==> config.mk <==
export PLATFORM = sky130hd
export DESIGN_NAME = display_alloc
export DESIGN_NICKNAME = d
export VERILOG_FILES = /design/src/rtl/rp_pkg.sv /design/src/rtl/rp_first_free.sv /design/src/rtl/rp_decide.sv /design/src/rtl/rp_owner_table.sv /design/src/rtl/display_alloc.sv
export SDC_FILE = /design/constraint.sdc
export NUM_CORES = 1
export LEC_CHECK = 0
export CAP_MARGIN = 30
export CORE_MARGIN = 3
export CORE_UTILIZATION = 45
export DETAILED_ROUTE_END_ITERATION = 7
export DONT_BUFFER_PORTS = 1
export GPL_TIMING_DRIVEN = 0
export HOLD_SLACK_MARGIN = 0.1
export SLEW_MARGIN = 20
export SYNTH_ARGS = -nofsm -noshare
export SYNTH_HDL_FRONTEND = slang
export SYNTH_SLANG_ARGS = --single-unit
==> constraint.sdc <==
create_clock -name clk -period 1.9 [get_ports clk]
set_input_delay 0.38 -clock clk [delete_from_list [all_inputs] [get_ports clk]]
set_output_delay 0.38 -clock clk [all_outputs]
set_load 0.005 [all_outputs]
==> src/rtl/rp_pkg.sv <==
package rp_pkg;
  localparam logic [1:0] KIND_DP     = 2'd0;
  localparam logic [1:0] KIND_SINGLE = 2'd1;
  localparam logic [1:0] KIND_DUAL   = 2'd2;
  localparam logic [1:0] KIND_ANALOG = 2'd3;

  localparam logic [2:0] RSN_OK      = 3'd0;
  localparam logic [2:0] RSN_NO_HEAD = 3'd1;
  localparam logic [2:0] RSN_NO_PLL  = 3'd2;
  localparam logic [2:0] RSN_NO_DAC  = 3'd3;
  localparam logic [2:0] RSN_NO_LINK = 3'd4;
endpackage

==> src/rtl/rp_first_free.sv <==
module rp_first_free #(
  parameter int W  = 4,
  parameter int IW = 2
) (
  input  logic [W-1:0]  free_vec,
  output logic          found,
  output logic [IW-1:0] idx
);
  // lowest set bit wins: scan downwards so the last hit is the smallest index
  always_comb begin
    found = 1'b0;
    idx   = '0;
    for (int i = W - 1; i >= 0; i--) begin
      if (free_vec[i]) begin
        found = 1'b1;
        idx   = IW'(i);
      end
    end
  end
endmodule

==> src/rtl/rp_decide.sv <==
module rp_decide
  import rp_pkg::*;
#(
  parameter int NUM_HEADS = 6,
  parameter int NUM_PLL   = 2,
  parameter int NUM_DAC   = 2,
  parameter int NUM_XMIT  = 3,
  parameter int HW = 3,
  parameter int PW = 1,
  parameter int DW = 1,
  parameter int XW = 2,
  parameter int LW = 3
) (
  input  logic [1:0]            kind,
  input  logic [NUM_HEADS-1:0]  head_busy,
  input  logic [NUM_PLL-1:0]    pll_busy,
  input  logic [NUM_DAC-1:0]    dac_busy,
  input  logic [2*NUM_XMIT-1:0] link_busy,
  output logic                  grant,
  output logic [2:0]            reason,
  output logic [HW-1:0]         head_idx,
  output logic                  pll_used,
  output logic [PW-1:0]         pll_idx,
  output logic                  dac_used,
  output logic [DW-1:0]         dac_idx,
  output logic                  enc_used,
  output logic [LW-1:0]         enc_idx,
  output logic [XW-1:0]         xmit_idx,
  output logic [1:0]            links
);
  localparam int NL = 2 * NUM_XMIT;

  logic          head_ok, pll_ok, dac_ok, link_ok, pair_ok;
  logic [HW-1:0] head_sel;
  logic [PW-1:0] pll_sel;
  logic [DW-1:0] dac_sel;
  logic [LW-1:0] link_sel;
  logic [XW-1:0] pair_sel;
  logic [NUM_XMIT-1:0] pair_free;

  generate
    for (genvar k = 0; k < NUM_XMIT; k++) begin : g_pair
      assign pair_free[k] = ~link_busy[2*k] & ~link_busy[2*k+1];
    end
  endgenerate

  rp_first_free #(.W(NUM_HEADS), .IW(HW)) u_head (
    .free_vec(~head_busy), .found(head_ok), .idx(head_sel));
  rp_first_free #(.W(NUM_PLL), .IW(PW)) u_pll (
    .free_vec(~pll_busy), .found(pll_ok), .idx(pll_sel));
  rp_first_free #(.W(NUM_DAC), .IW(DW)) u_dac (
    .free_vec(~dac_busy), .found(dac_ok), .idx(dac_sel));
  rp_first_free #(.W(NL), .IW(LW)) u_link (
    .free_vec(~link_busy), .found(link_ok), .idx(link_sel));
  rp_first_free #(.W(NUM_XMIT), .IW(XW)) u_pairsel (
    .free_vec(pair_free), .found(pair_ok), .idx(pair_sel));

  logic need_pll, need_dac, need_link, need_pair;

  always_comb begin
    need_pll  = (kind != KIND_DP);
    need_dac  = (kind == KIND_ANALOG);
    need_link = (kind == KIND_DP) || (kind == KIND_SINGLE);
    need_pair = (kind == KIND_DUAL);

    if (!head_ok)                    reason = RSN_NO_HEAD;
    else if (need_pll && !pll_ok)    reason = RSN_NO_PLL;
    else if (need_dac && !dac_ok)    reason = RSN_NO_DAC;
    else if (need_link && !link_ok)  reason = RSN_NO_LINK;
    else if (need_pair && !pair_ok)  reason = RSN_NO_LINK;
    else                             reason = RSN_OK;
    grant = (reason == RSN_OK);

    head_idx = grant ? head_sel : '0;
    pll_used = grant && need_pll;
    pll_idx  = pll_used ? pll_sel : '0;
    dac_used = grant && need_dac;
    dac_idx  = dac_used ? dac_sel : '0;
    enc_used = grant && (need_link || need_pair);
    enc_idx  = '0;
    xmit_idx = '0;
    links    = 2'b00;
    if (grant && need_link) begin
      enc_idx  = link_sel;
      xmit_idx = link_sel[LW-1:1];
      links    = link_sel[0] ? 2'b10 : 2'b01;
    end else if (grant && need_pair) begin
      enc_idx  = {pair_sel, 1'b0};
      xmit_idx = pair_sel;
      links    = 2'b11;
    end
  end
endmodule

==> src/rtl/rp_owner_table.sv <==
module rp_owner_table
  import rp_pkg::*;
#(
  parameter int NUM_HEADS = 6,
  parameter int NUM_PLL   = 2,
  parameter int NUM_DAC   = 2,
  parameter int NUM_XMIT  = 3,
  parameter int HW = 3,
  parameter int PW = 1,
  parameter int DW = 1,
  parameter int LW = 3
) (
  input  logic                  clk,
  input  logic                  rst_n,
  input  logic                  commit_en,
  input  logic [1:0]            c_kind,
  input  logic [HW-1:0]         c_head,
  input  logic                  c_pll_used,
  input  logic [PW-1:0]         c_pll,
  input  logic                  c_dac_used,
  input  logic [DW-1:0]         c_dac,
  input  logic                  c_enc_used,
  input  logic [LW-1:0]         c_link,
  input  logic                  rel_en,
  input  logic [HW-1:0]         rel_head,
  output logic                  rel_hit,
  output logic [NUM_HEADS-1:0]  head_busy,
  output logic [NUM_PLL-1:0]    pll_busy,
  output logic [NUM_DAC-1:0]    dac_busy,
  output logic [2*NUM_XMIT-1:0] link_busy
);
  localparam int NL = 2 * NUM_XMIT;

  logic [NUM_HEADS-1:0] head_q, head_d;
  logic [NUM_PLL-1:0]   pll_q, pll_d;
  logic [NUM_DAC-1:0]   dac_q, dac_d;
  logic [NL-1:0]        link_q, link_d;
  logic [1:0]           rk_q [NUM_HEADS];
  logic [1:0]           rk_d [NUM_HEADS];
  logic [PW-1:0]        rp_q [NUM_HEADS];
  logic [PW-1:0]        rp_d [NUM_HEADS];
  logic [DW-1:0]        rd_q [NUM_HEADS];
  logic [DW-1:0]        rd_d [NUM_HEADS];
  logic [LW-1:0]        rl_q [NUM_HEADS];
  logic [LW-1:0]        rl_d [NUM_HEADS];
  logic                 tbl_en;

  assign tbl_en = commit_en || rel_hit;

  always_comb begin
    head_d = head_q;
    pll_d  = pll_q;
    dac_d  = dac_q;
    link_d = link_q;
    for (int h = 0; h < NUM_HEADS; h++) begin
      rk_d[h] = rk_q[h];
      rp_d[h] = rp_q[h];
      rd_d[h] = rd_q[h];
      rl_d[h] = rl_q[h];
    end
    rel_hit = rel_en && (32'(rel_head) < NUM_HEADS) && head_q[rel_head];
    if (rel_hit) begin
      head_d[rel_head] = 1'b0;
      if (rk_q[rel_head] != KIND_DP)     pll_d[rp_q[rel_head]] = 1'b0;
      if (rk_q[rel_head] == KIND_ANALOG) dac_d[rd_q[rel_head]] = 1'b0;
      if (rk_q[rel_head] == KIND_DP || rk_q[rel_head] == KIND_SINGLE)
        link_d[rl_q[rel_head]] = 1'b0;
      if (rk_q[rel_head] == KIND_DUAL) begin
        link_d[rl_q[rel_head]] = 1'b0;
        link_d[{rl_q[rel_head][LW-1:1], 1'b1}] = 1'b0;
      end
    end
    if (commit_en) begin
      head_d[c_head] = 1'b1;
      rk_d[c_head]   = c_kind;
      rp_d[c_head]   = c_pll;
      rd_d[c_head]   = c_dac;
      rl_d[c_head]   = c_link;
      if (c_pll_used) pll_d[c_pll] = 1'b1;
      if (c_dac_used) dac_d[c_dac] = 1'b1;
      if (c_enc_used) begin
        link_d[c_link] = 1'b1;
        if (c_kind == KIND_DUAL) link_d[{c_link[LW-1:1], 1'b1}] = 1'b1;
      end
    end
  end

  always_ff @(posedge clk or negedge rst_n) begin
    if (!rst_n) begin
      head_q <= '0;
      pll_q  <= '0;
      dac_q  <= '0;
      link_q <= '0;
      for (int h = 0; h < NUM_HEADS; h++) begin
        rk_q[h] <= '0;
        rp_q[h] <= '0;
        rd_q[h] <= '0;
        rl_q[h] <= '0;
      end
    end else if (tbl_en) begin
      head_q <= head_d;
      pll_q  <= pll_d;
      dac_q  <= dac_d;
      link_q <= link_d;
      for (int h = 0; h < NUM_HEADS; h++) begin
        rk_q[h] <= rk_d[h];
        rp_q[h] <= rp_d[h];
        rd_q[h] <= rd_d[h];
        rl_q[h] <= rl_d[h];
      end
    end
  end

  assign head_busy = head_q;
  assign pll_busy  = pll_q;
  assign dac_busy  = dac_q;
  assign link_busy = link_q;
endmodule

==> src/rtl/display_alloc.sv <==
module display_alloc
  import rp_pkg::*;
#(
  parameter int NUM_HEADS = 6,
  parameter int NUM_PLL   = 2,
  parameter int NUM_DAC   = 2,
  parameter int NUM_XMIT  = 3,
  localparam int HW = (NUM_HEADS > 1) ? $clog2(NUM_HEADS) : 1,
  localparam int PW = (NUM_PLL > 1) ? $clog2(NUM_PLL) : 1,
  localparam int DW = (NUM_DAC > 1) ? $clog2(NUM_DAC) : 1,
  localparam int XW = (NUM_XMIT > 1) ? $clog2(NUM_XMIT) : 1,
  localparam int LW = XW + 1
) (
  input  logic          clk,
  input  logic          rst_n,
  input  logic          req_valid,
  input  logic [1:0]    req_kind,
  output logic          busy,
  output logic          rsp_valid,
  output logic          rsp_grant,
  output logic [2:0]    rsp_reason,
  output logic [HW-1:0] rsp_head,
  output logic          rsp_pll_used,
  output logic [PW-1:0] rsp_pll,
  output logic          rsp_dac_used,
  output logic [DW-1:0] rsp_dac,
  output logic          rsp_enc_used,
  output logic [LW-1:0] rsp_enc,
  output logic [XW-1:0] rsp_xmit,
  output logic [1:0]    rsp_links,
  input  logic          rel_valid,
  input  logic [HW-1:0] rel_head,
  output logic          rel_ack,
  output logic          rel_bad
);
  typedef enum logic [1:0] {ST_IDLE, ST_CHECK, ST_COMMIT} state_e;

  typedef struct packed {
    logic          grant;
    logic [2:0]    reason;
    logic [HW-1:0] head;
    logic          pll_used;
    logic [PW-1:0] pll;
    logic          dac_used;
    logic [DW-1:0] dac;
    logic          enc_used;
    logic [LW-1:0] enc;
    logic [XW-1:0] xmit;
    logic [1:0]    links;
  } dec_t;

  state_e state_q, state_d;
  logic [1:0] kind_q;
  logic       kind_en, dec_en, rsp_en;
  dec_t       dec_now, dec_q, rsp_q;
  logic       rsp_valid_q, rsp_valid_d;
  logic       commit_en, rel_en, rel_hit;
  logic       rel_ack_q, rel_ack_d, rel_bad_q, rel_bad_d;

  logic [NUM_HEADS-1:0]  head_busy;
  logic [NUM_PLL-1:0]    pll_busy;
  logic [NUM_DAC-1:0]    dac_busy;
  logic [2*NUM_XMIT-1:0] link_busy;

  rp_decide #(
    .NUM_HEADS(NUM_HEADS), .NUM_PLL(NUM_PLL), .NUM_DAC(NUM_DAC), .NUM_XMIT(NUM_XMIT),
    .HW(HW), .PW(PW), .DW(DW), .XW(XW), .LW(LW)
  ) u_decide (
    .kind(kind_q), .head_busy(head_busy), .pll_busy(pll_busy),
    .dac_busy(dac_busy), .link_busy(link_busy),
    .grant(dec_now.grant), .reason(dec_now.reason), .head_idx(dec_now.head),
    .pll_used(dec_now.pll_used), .pll_idx(dec_now.pll),
    .dac_used(dec_now.dac_used), .dac_idx(dec_now.dac),
    .enc_used(dec_now.enc_used), .enc_idx(dec_now.enc),
    .xmit_idx(dec_now.xmit), .links(dec_now.links)
  );

  rp_owner_table #(
    .NUM_HEADS(NUM_HEADS), .NUM_PLL(NUM_PLL), .NUM_DAC(NUM_DAC), .NUM_XMIT(NUM_XMIT),
    .HW(HW), .PW(PW), .DW(DW), .LW(LW)
  ) u_table (
    .clk(clk), .rst_n(rst_n),
    .commit_en(commit_en), .c_kind(kind_q), .c_head(dec_q.head),
    .c_pll_used(dec_q.pll_used), .c_pll(dec_q.pll),
    .c_dac_used(dec_q.dac_used), .c_dac(dec_q.dac),
    .c_enc_used(dec_q.enc_used), .c_link(dec_q.enc),
    .rel_en(rel_en), .rel_head(rel_head), .rel_hit(rel_hit),
    .head_busy(head_busy), .pll_busy(pll_busy),
    .dac_busy(dac_busy), .link_busy(link_busy)
  );

  // releases are only taken between requests so the table never moves under a decision
  assign rel_en = rel_valid && (state_q == ST_IDLE);

  always_comb begin
    state_d     = state_q;
    kind_en     = 1'b0;
    dec_en      = 1'b0;
    rsp_en      = 1'b0;
    commit_en   = 1'b0;
    rsp_valid_d = 1'b0;
    case (state_q)
      ST_IDLE: begin
        if (req_valid) begin
          kind_en = 1'b1;
          state_d = ST_CHECK;
        end
      end
      ST_CHECK: begin
        dec_en  = 1'b1;
        state_d = ST_COMMIT;
      end
      ST_COMMIT: begin
        commit_en   = dec_q.grant;
        rsp_en      = 1'b1;
        rsp_valid_d = 1'b1;
        state_d     = ST_IDLE;
      end
      default: state_d = ST_IDLE;
    endcase
    rel_ack_d = rel_hit;
    rel_bad_d = rel_en && !rel_hit;
  end

  always_ff @(posedge clk or negedge rst_n) begin
    if (!rst_n) begin
      state_q     <= ST_IDLE;
      rsp_valid_q <= 1'b0;
      rel_ack_q   <= 1'b0;
      rel_bad_q   <= 1'b0;
    end else begin
      state_q     <= state_d;
      rsp_valid_q <= rsp_valid_d;
      rel_ack_q   <= rel_ack_d;
      rel_bad_q   <= rel_bad_d;
    end
  end

  always_ff @(posedge clk or negedge rst_n) begin
    if (!rst_n) begin
      kind_q <= '0;
      dec_q  <= '0;
      rsp_q  <= '0;
    end else begin
      if (kind_en) kind_q <= req_kind;
      if (dec_en)  dec_q  <= dec_now;
      if (rsp_en)  rsp_q  <= dec_q;
    end
  end

  assign busy         = (state_q != ST_IDLE);
  assign rsp_valid    = rsp_valid_q;
  assign rsp_grant    = rsp_q.grant;
  assign rsp_reason   = rsp_q.reason;
  assign rsp_head     = rsp_q.head;
  assign rsp_pll_used = rsp_q.pll_used;
  assign rsp_pll      = rsp_q.pll;
  assign rsp_dac_used = rsp_q.dac_used;
  assign rsp_dac      = rsp_q.dac;
  assign rsp_enc_used = rsp_q.enc_used;
  assign rsp_enc      = rsp_q.enc;
  assign rsp_xmit     = rsp_q.xmit;
  assign rsp_links    = rsp_q.links;
  assign rel_ack      = rel_ack_q;
  assign rel_bad      = rel_bad_q;
endmodule

Word level (Yosys, flattened, before mapping)
Cells that the tools add are included.

storage, ports and cells
  register bits = 103
  latch bits = 0
  RAM bits = 0
  bits in read-only memories = 0
  word-level logic and storage cells = 279
  memories kept = 0

operators by class
  $add $sub $neg = 0
  $mul = 0
  divide/modulo/power cells = 0
  $lt $le $gt $ge = 24
  equality and inequality tests = 9
  shift-type cells = 0
  muxes and demuxes = 119
  bitwise operators = 31
  reductions and logical operators = 41

operators with widths
  cell                  count
  $mux W3               23
  $mux W6               9
  $mux W1               44
  $mux W2               20
  $not A6 Y6            5
  $and A6 B6 Y6         4
  $logic_and A1 B1 Y1   24
  $lt A3 B4 Y1 const B  6
  $bwmux W18            1
  $ge A3 B1 Y1 const B  6
  $or A6 B6 Y6          3
  $demux W1 S3          5
  $bwmux W12            1
  $bwmux W6             2
  $eq A2 B2 Y1 const B  5
  $bmux W1 S3           3
  $bmux W3 S3           1
  $demux W3 S3          1
  $ge A4 B4 Y1 const B  2
  $lt A1 B2 Y1 const B  4
  $not A2 Y2            4
  $not A3 Y4            2
  $bmux W2 S3           1
  $demux W2 S3          1
  18 further kinds      47

Logic depth before layout (Yosys ltp)
  depth in word-level cells = 21
  gate-level depth with buffers = 9
  depth with buffers taken out = 7

Hierarchy
Synthesis repeated with hierarchy kept, for this count alone.

second synthesis, totals
  cell total of the unflattened synthesis = 423
  area, all modules = 5,227.5 µm²

modules (own cells, without submodules)
  module                                instances  cells each  area each (µm²)  seq. area each (µm²)
  rp_owner_table                        1          236         2,829.0          1,451.4
  display_alloc                         1          99          1,870.5          1,126.1
  rp_decide                             1          61          362.8            0.0
  rp_first_free at u_decide.u_head ...  2          10          57.6             0.0
  rp_first_free at u_decide.u_dac ...   2          2           15.0             0.0
  rp_first_free at u_decide.u_pairsel   1          3           20.0             0.0

Least setup slack after synthesis
OpenSTA, ideal clock, no wires.

  path type = input-to-reg
  start = in rel_head[2]
  end = reg u_table.link_q[1] (netlist: u_table.link_busy[1])
  setup time = 141 ps
  arrival = 1,665 ps
  required time = 1,759 ps
  setup slack = 93 ps
  stages on the path = 8
  cells stage by stage = buf_4 -> mux2_2 -> nand2_1 -> o221ai_1 -> and2_0 -> clkbuf_1 -> nor4_2 -> a31oi_1

on the way
  word-level cells in the longest chain between the ends = 21
  elaborated cells on any way between the ends = 41

ends and longest elaborated chain
  what                                                                       line                                                              RTL
  start: declaration                                                         display_alloc.sv:32                                               input logic [HW-1:0] rel_head,
  $not A3 Y4 (implied by the code)                                           -
  $bmux W3 S3                                                                rp_owner_table.sv:67, rp_owner_table.sv:69, rp_owner_table.sv:70
  $mux W3 (implied by the code) (2 in series)                                rp_owner_table.sv:67, rp_owner_table.sv:69, rp_owner_table.sv:70
  $lt A3 B4 Y1 (implied by the code) / $ge A3 B1 Y1 (equally long branches)  rp_owner_table.sv:67, rp_owner_table.sv:69
  $logic_and A1 B1 Y1 (implied by the code)                                  rp_owner_table.sv:67, rp_owner_table.sv:69
  $mux W1 (implied by the code)                                              rp_owner_table.sv:67, rp_owner_table.sv:69
  $demux W1 S3                                                               -
  $not A6 Y6 (no source line)                                                -
  [2 not listed]                                                             -
  $mux W6                                                                    rp_owner_table.sv:62                                              if (rel_hit) begin
  $and A6 B6 Y6 (no source line) (2 in series)                               -
  $mux W6                                                                    rp_owner_table.sv:68                                              if (rk_q[rel_head] == KIND_DUAL) begin
  $mux W6                                                                    rp_owner_table.sv:62
  $or A6 B6 Y6 (no source line) (2 in series)                                -
  $mux W6                                                                    rp_owner_table.sv:83                                              if (c_kind == KIND_DUAL) link_d[{c_link[LW-1:1], 1'b1}] = 1'b1;
  $mux W6                                                                    rp_owner_table.sv:81                                              if (c_enc_used) begin
  $mux W6                                                                    rp_owner_table.sv:73                                              if (commit_en) begin
  end signal: assignment                                                     rp_owner_table.sv:104                                             link_q <= link_d;
  end: declaration                                                           rp_owner_table.sv:37                                              logic [NL-1:0] link_q, link_d;

Several ways; a longest one is shown, not always the timed one. The select of a mux whose other input is x is not followed.
A chain may end at the register's enable or synchronous reset.

Final worst setup path
  start = reg state_q[0]
  end = reg u_table.rp_q[1] in the netlist's numbering

on the way
  word-level cells in the longest chain between the ends = 6
  elaborated cells on any way between the ends = 8

ends and longest elaborated chain
  what                                    line                   RTL
  start: declaration                      display_alloc.sv:52    state_e state_q, state_d;
  start signal: assignment                display_alloc.sv:132   state_q <= state_d;
  $logic_not A2 Y1                        display_alloc.sv:93    assign rel_en = rel_valid && (state_q == ST_IDLE);
  $logic_and A1 B1 Y1                     display_alloc.sv:93
  $logic_and A1 B1 Y1 (2 in series)       rp_owner_table.sv:61   rel_hit = rel_en && (32'(rel_head) < NUM_HEADS) && head_q[rel_head];
  $logic_or A1 B1 Y1                      rp_owner_table.sv:48   assign tbl_en = commit_en || rel_hit;
  $reduce_and A2 Y1 (no source line) (*)  -
  end signal: indexed assignment          rp_owner_table.sv:107  rp_q[h] <= rp_d[h];
  end: declaration                        rp_owner_table.sv:40   logic [PW-1:0] rp_q [NUM_HEADS];

Every way passes the cells marked *; elsewhere a longest branch is shown, timed or not.

==> impl_metrics.py <==
metrics = {
    "outcome": {
        "outcome": "finished with violations",
        "failed_checks": "negative hold slack",
    },
    "global_routing": {
        "overflow": 0,
        "grt_usage_pct": 19.31,
        "grt_pass1_wl_um": 17080,
        "grt_pass1_vias": 3239,
        "antenna_found_initial": 0,
        "grt_start_max_net_pins": 100,
    },
    "logic_synthesis": {
        "yosysTopAreaCell": "dfrtp_1",
        "synthesis.instances": 431,
        "synth_fp_nets": 440,
        "yosysTopAreaCellShare_pct": 53.79,
        "synth-main-ff-cell": "dfrtp_1",
        "async_flop_share_pct": 100.0,
        "yosysSeqAreaShare_pct": 53.79,
        "synth_warnings": 0,
        "ys_types": 49,
        "avgSynthCellArea_um2": 10.69,
        "synth.ff_latch_count": 99,
        "synth-edff-count": 0,
        "synthTopCellsByArea": "dfrtp_1, mux2_2, nand2_1, o21ai_0, mux2i_1",
        "netlist_area_um2": 4606,
        "yosysMostFrequentCell": "dfrtp_1",
        "synth.top_cells.by_count": "dfrtp_1, nand2_1, mux2_2, o21ai_0, nor2_1",
    },
    "final_layout": {
        "multiInputGateArea_um2": 2011,
        "area.sequential_um2": 2481,
        "drive_above_1_share_pct": 22.67,
        "area_delta_synth_final_pct": 11.17,
        "fillers": 882,
        "antenna_cells": 0,
        "nets": 454,
    },
    "die": {
        "ios": 32,
        "core_um2": 9864,
        "initial_core_util_pct": 46.69,
        "row_count": 36,
        "die_w_um": 107.2,
        "fp.dieH_um": 107.2,
        "fp.dieArea_um2": 11480,
    },
    "power": {
        "clkPwrFrac_pct": 22.2,
        "ir_worst_vdd_v": 0.0004915,
        "p_sw_mw": 2.190,
        "power.share.sequential_pct": 50.5,
        "p_leak_nw": 2.421,
        "comb_power_share_pct": 27.3,
        "p_int_mw": 4.092,
        "p_per_area_nw_per_um2": 1227,
        "power_mw": 6.282,
        "p_sw_share_pct": 34.86,
    },
    "timing": {
        "slew_viol_final": 0,
        "relSlewSlack_pct": 58.11,
        "final_hold_viol_count": 99,
        "max_freq_mhz": 549.9,
        "rsz0062_at_grt": "no",
        "setup_violations": 0,
        "fin_crit_sh_pct": 95.71,
        "hold_slack_ns": -0.3064,
        "finalCriticalPeriod_ns": 1.818,
        "fin_tns_setup_ns": 0,
        "skew_ns": 0.008286,
        "tightest_slew_ns": 0.6284,
    },
    "route": {
        "viasPerCell": 5.492,
        "firstDrtPassIters": 4,
        "ant_nets": 0,
        "first_iter_violations": 175,
        "wirelength_um": 10350,
        "routed-via-count": 3202,
        "drc": 0,
        "drt-wirelength-per-cell_um": 17.75,
    },
    "clock_tree": {
        "cts_buffers": 9,
        "clkLatencyLatePin_ns": 0.36,
        "clk_path_buf_depth": 2,
        "clock_sinks": 99,
        "clkTransAtPathRegs_ns": 0.10,
        "cts_root_buf": "clkbuf_8",
        "htreeDepth": 3,
        "cts_tree": "yes",
    },
    "critical_path": {
        "worst-endpoint-required_ns": 2.16,
        "worstPathArrival_ns": 2.07,
        "worstSetupStartpointType": "register",
        "worstPathMaxFanout": 10,
        "setup.worst_path.class": "reg2reg",
        "cp-end-kind": "register",
    },
    "placed_design": {
        "port_buffers": 0,
        "routabilityCongestion": 0.8334,
        "dp_hpwl_um": 7118,
    },
    "min_path": {
        "hold_path_class": "in2async",
    },
    "flow_run": {
        "cap_violations": 0,
    },
}
## area by class of cell
| cell class | instances | area share (%) |
|---|---|---|
| Tap cell | 133 | 3.250 |
| Inverter | 16 | 1.320 |
| Buffer | 27 | 2.933 |
| Clock inverter | 6 | 1.246 |
| Timing Repair Buffer | 4 | 0.8309 |
| Multi-Input combinational cell | 288 | 39.27 |
| Clock buffer | 10 | 2.688 |
| Sequential cell | 99 | 48.46 |
## metrics by stage
step | instances | instance area [um^2] | setup WS, ns | util, %
2_1_floorplan | 431 | 4606 | 0.09331 | -
3_3_place_gp | 564 | 4772 | -0.3008 | 48.38
3_5_place_dp | 564 | 4772 | -0.3273 | 48.38
4_1_cts | 584 | 5079 | 0.009127 | 51.48
5_1_grt | 583 | 5120 | 0.001128 | 51.90
6_report | 583 | 5120 | 0.08152 | 51.90
## power groups by stage
stage                     Clock, mW  Combinational, mW  Sequential [mW]
after CTS                      1.43               1.68             3.17
after global placement            0               1.55             3.17
after detailed placement          0               1.59             3.21
final                          1.39               1.72             3.17
after floorplan                   0               1.25             3.07
after global routing           1.50               1.94             3.27
## cell usage in the layout, fill, tap and decap left out, types with 5 or more instances in the layout
cell,synthesis,final
nand3_1,7,6
mux2_2,46,46
nor3_1,5,5
a21oi_1,10,9
clkbuf_1,14,12
nor2_1,19,16
mux2i_1,12,12
clkbuf_8,0,10
nand2b_1,7,7
o31ai_1,6,5
buf_4,4,8
nand3b_1,8,8
nand2_1,88,88
dfrtp_1,99,96
inv_1,15,15
o21ai_0,28,28
## worst paths after layout
| check | slack (ns) | end | cells past startpoint | startpoint |
|---|---|---|---|---|
| max in group asynchronous | 2.04 | u_table.link_busy[0] | 0 | rst_n |
| min reg2reg | 0.48 | rsp_reason[0] | 2 | dec_q[15] |
| max reg2reg | 0.08 | u_table.rp_q[1] | 8 | state_q[0] |
| min in group clk | 0.16 | rel_bad | 1 | rel_valid |
| max | 0.08 | u_table.rp_q[1] | 8 | state_q[0] |
| min | -0.31 | rsp_pll | 0 | rst_n |
## sequential cells by signal, summed over array words and instances (netlist names), 2 cells and up
signal             count
u_table.dac_busy       2
u_table.pll_busy       2
rsp_head               3
rsp_links              2
u_table.rk_q          12
u_table.head_busy      6
u_table.link_busy      6
u_table.rl_q          18
kind_q                 2
u_table.rd_q           6
u_table.rp_q           6
rsp_reason             3
rsp_enc                2
dec_q                 17
state_q                2
## worst max-delay path, stage by stage, from the launching register on
cell	delay [ns]
dfrtp_1	0.39
nand2b_1	0.14
buf_4	0.18
inv_8	0.10
nand2_8	0.09
nor2_2	0.18
nand3b_1	0.12
buf_4	0.21
mux2_2	0.29
## cell families (layout without fill, tap and decap cells)
logic type,count (synthesis),after routing,synth area share [%]
compound gates,75,75,10.98
flops,99,99,53.79
simple gates,153,153,15.89
buf+inv,44,63,4.509
mux,60,60,14.83
## layer usage
metal | vias up | part of all wire, % | global-route usage [%] | wire length [um]
li1 | 1531 | - | - | -
met1 | 1585 | 46 | 25.58 | 4753
met2 | 75 | 48 | 31.68 | 4928
met3 | 11 | 5.1 | 3.853 | 525
met4 | 0 | 1.4 | 6.575 | 143
met5 | - | 0 | 0 | 0
## timing repair
action	4_1_cts	5_1_grt
setup endpoints to repair	50	33
buffers inserted	4	0
hold endpoints to repair	99	99
resized for setup	12	16
pin swaps	1	1
Note: power is estimated with default switching activity, not from simulation.
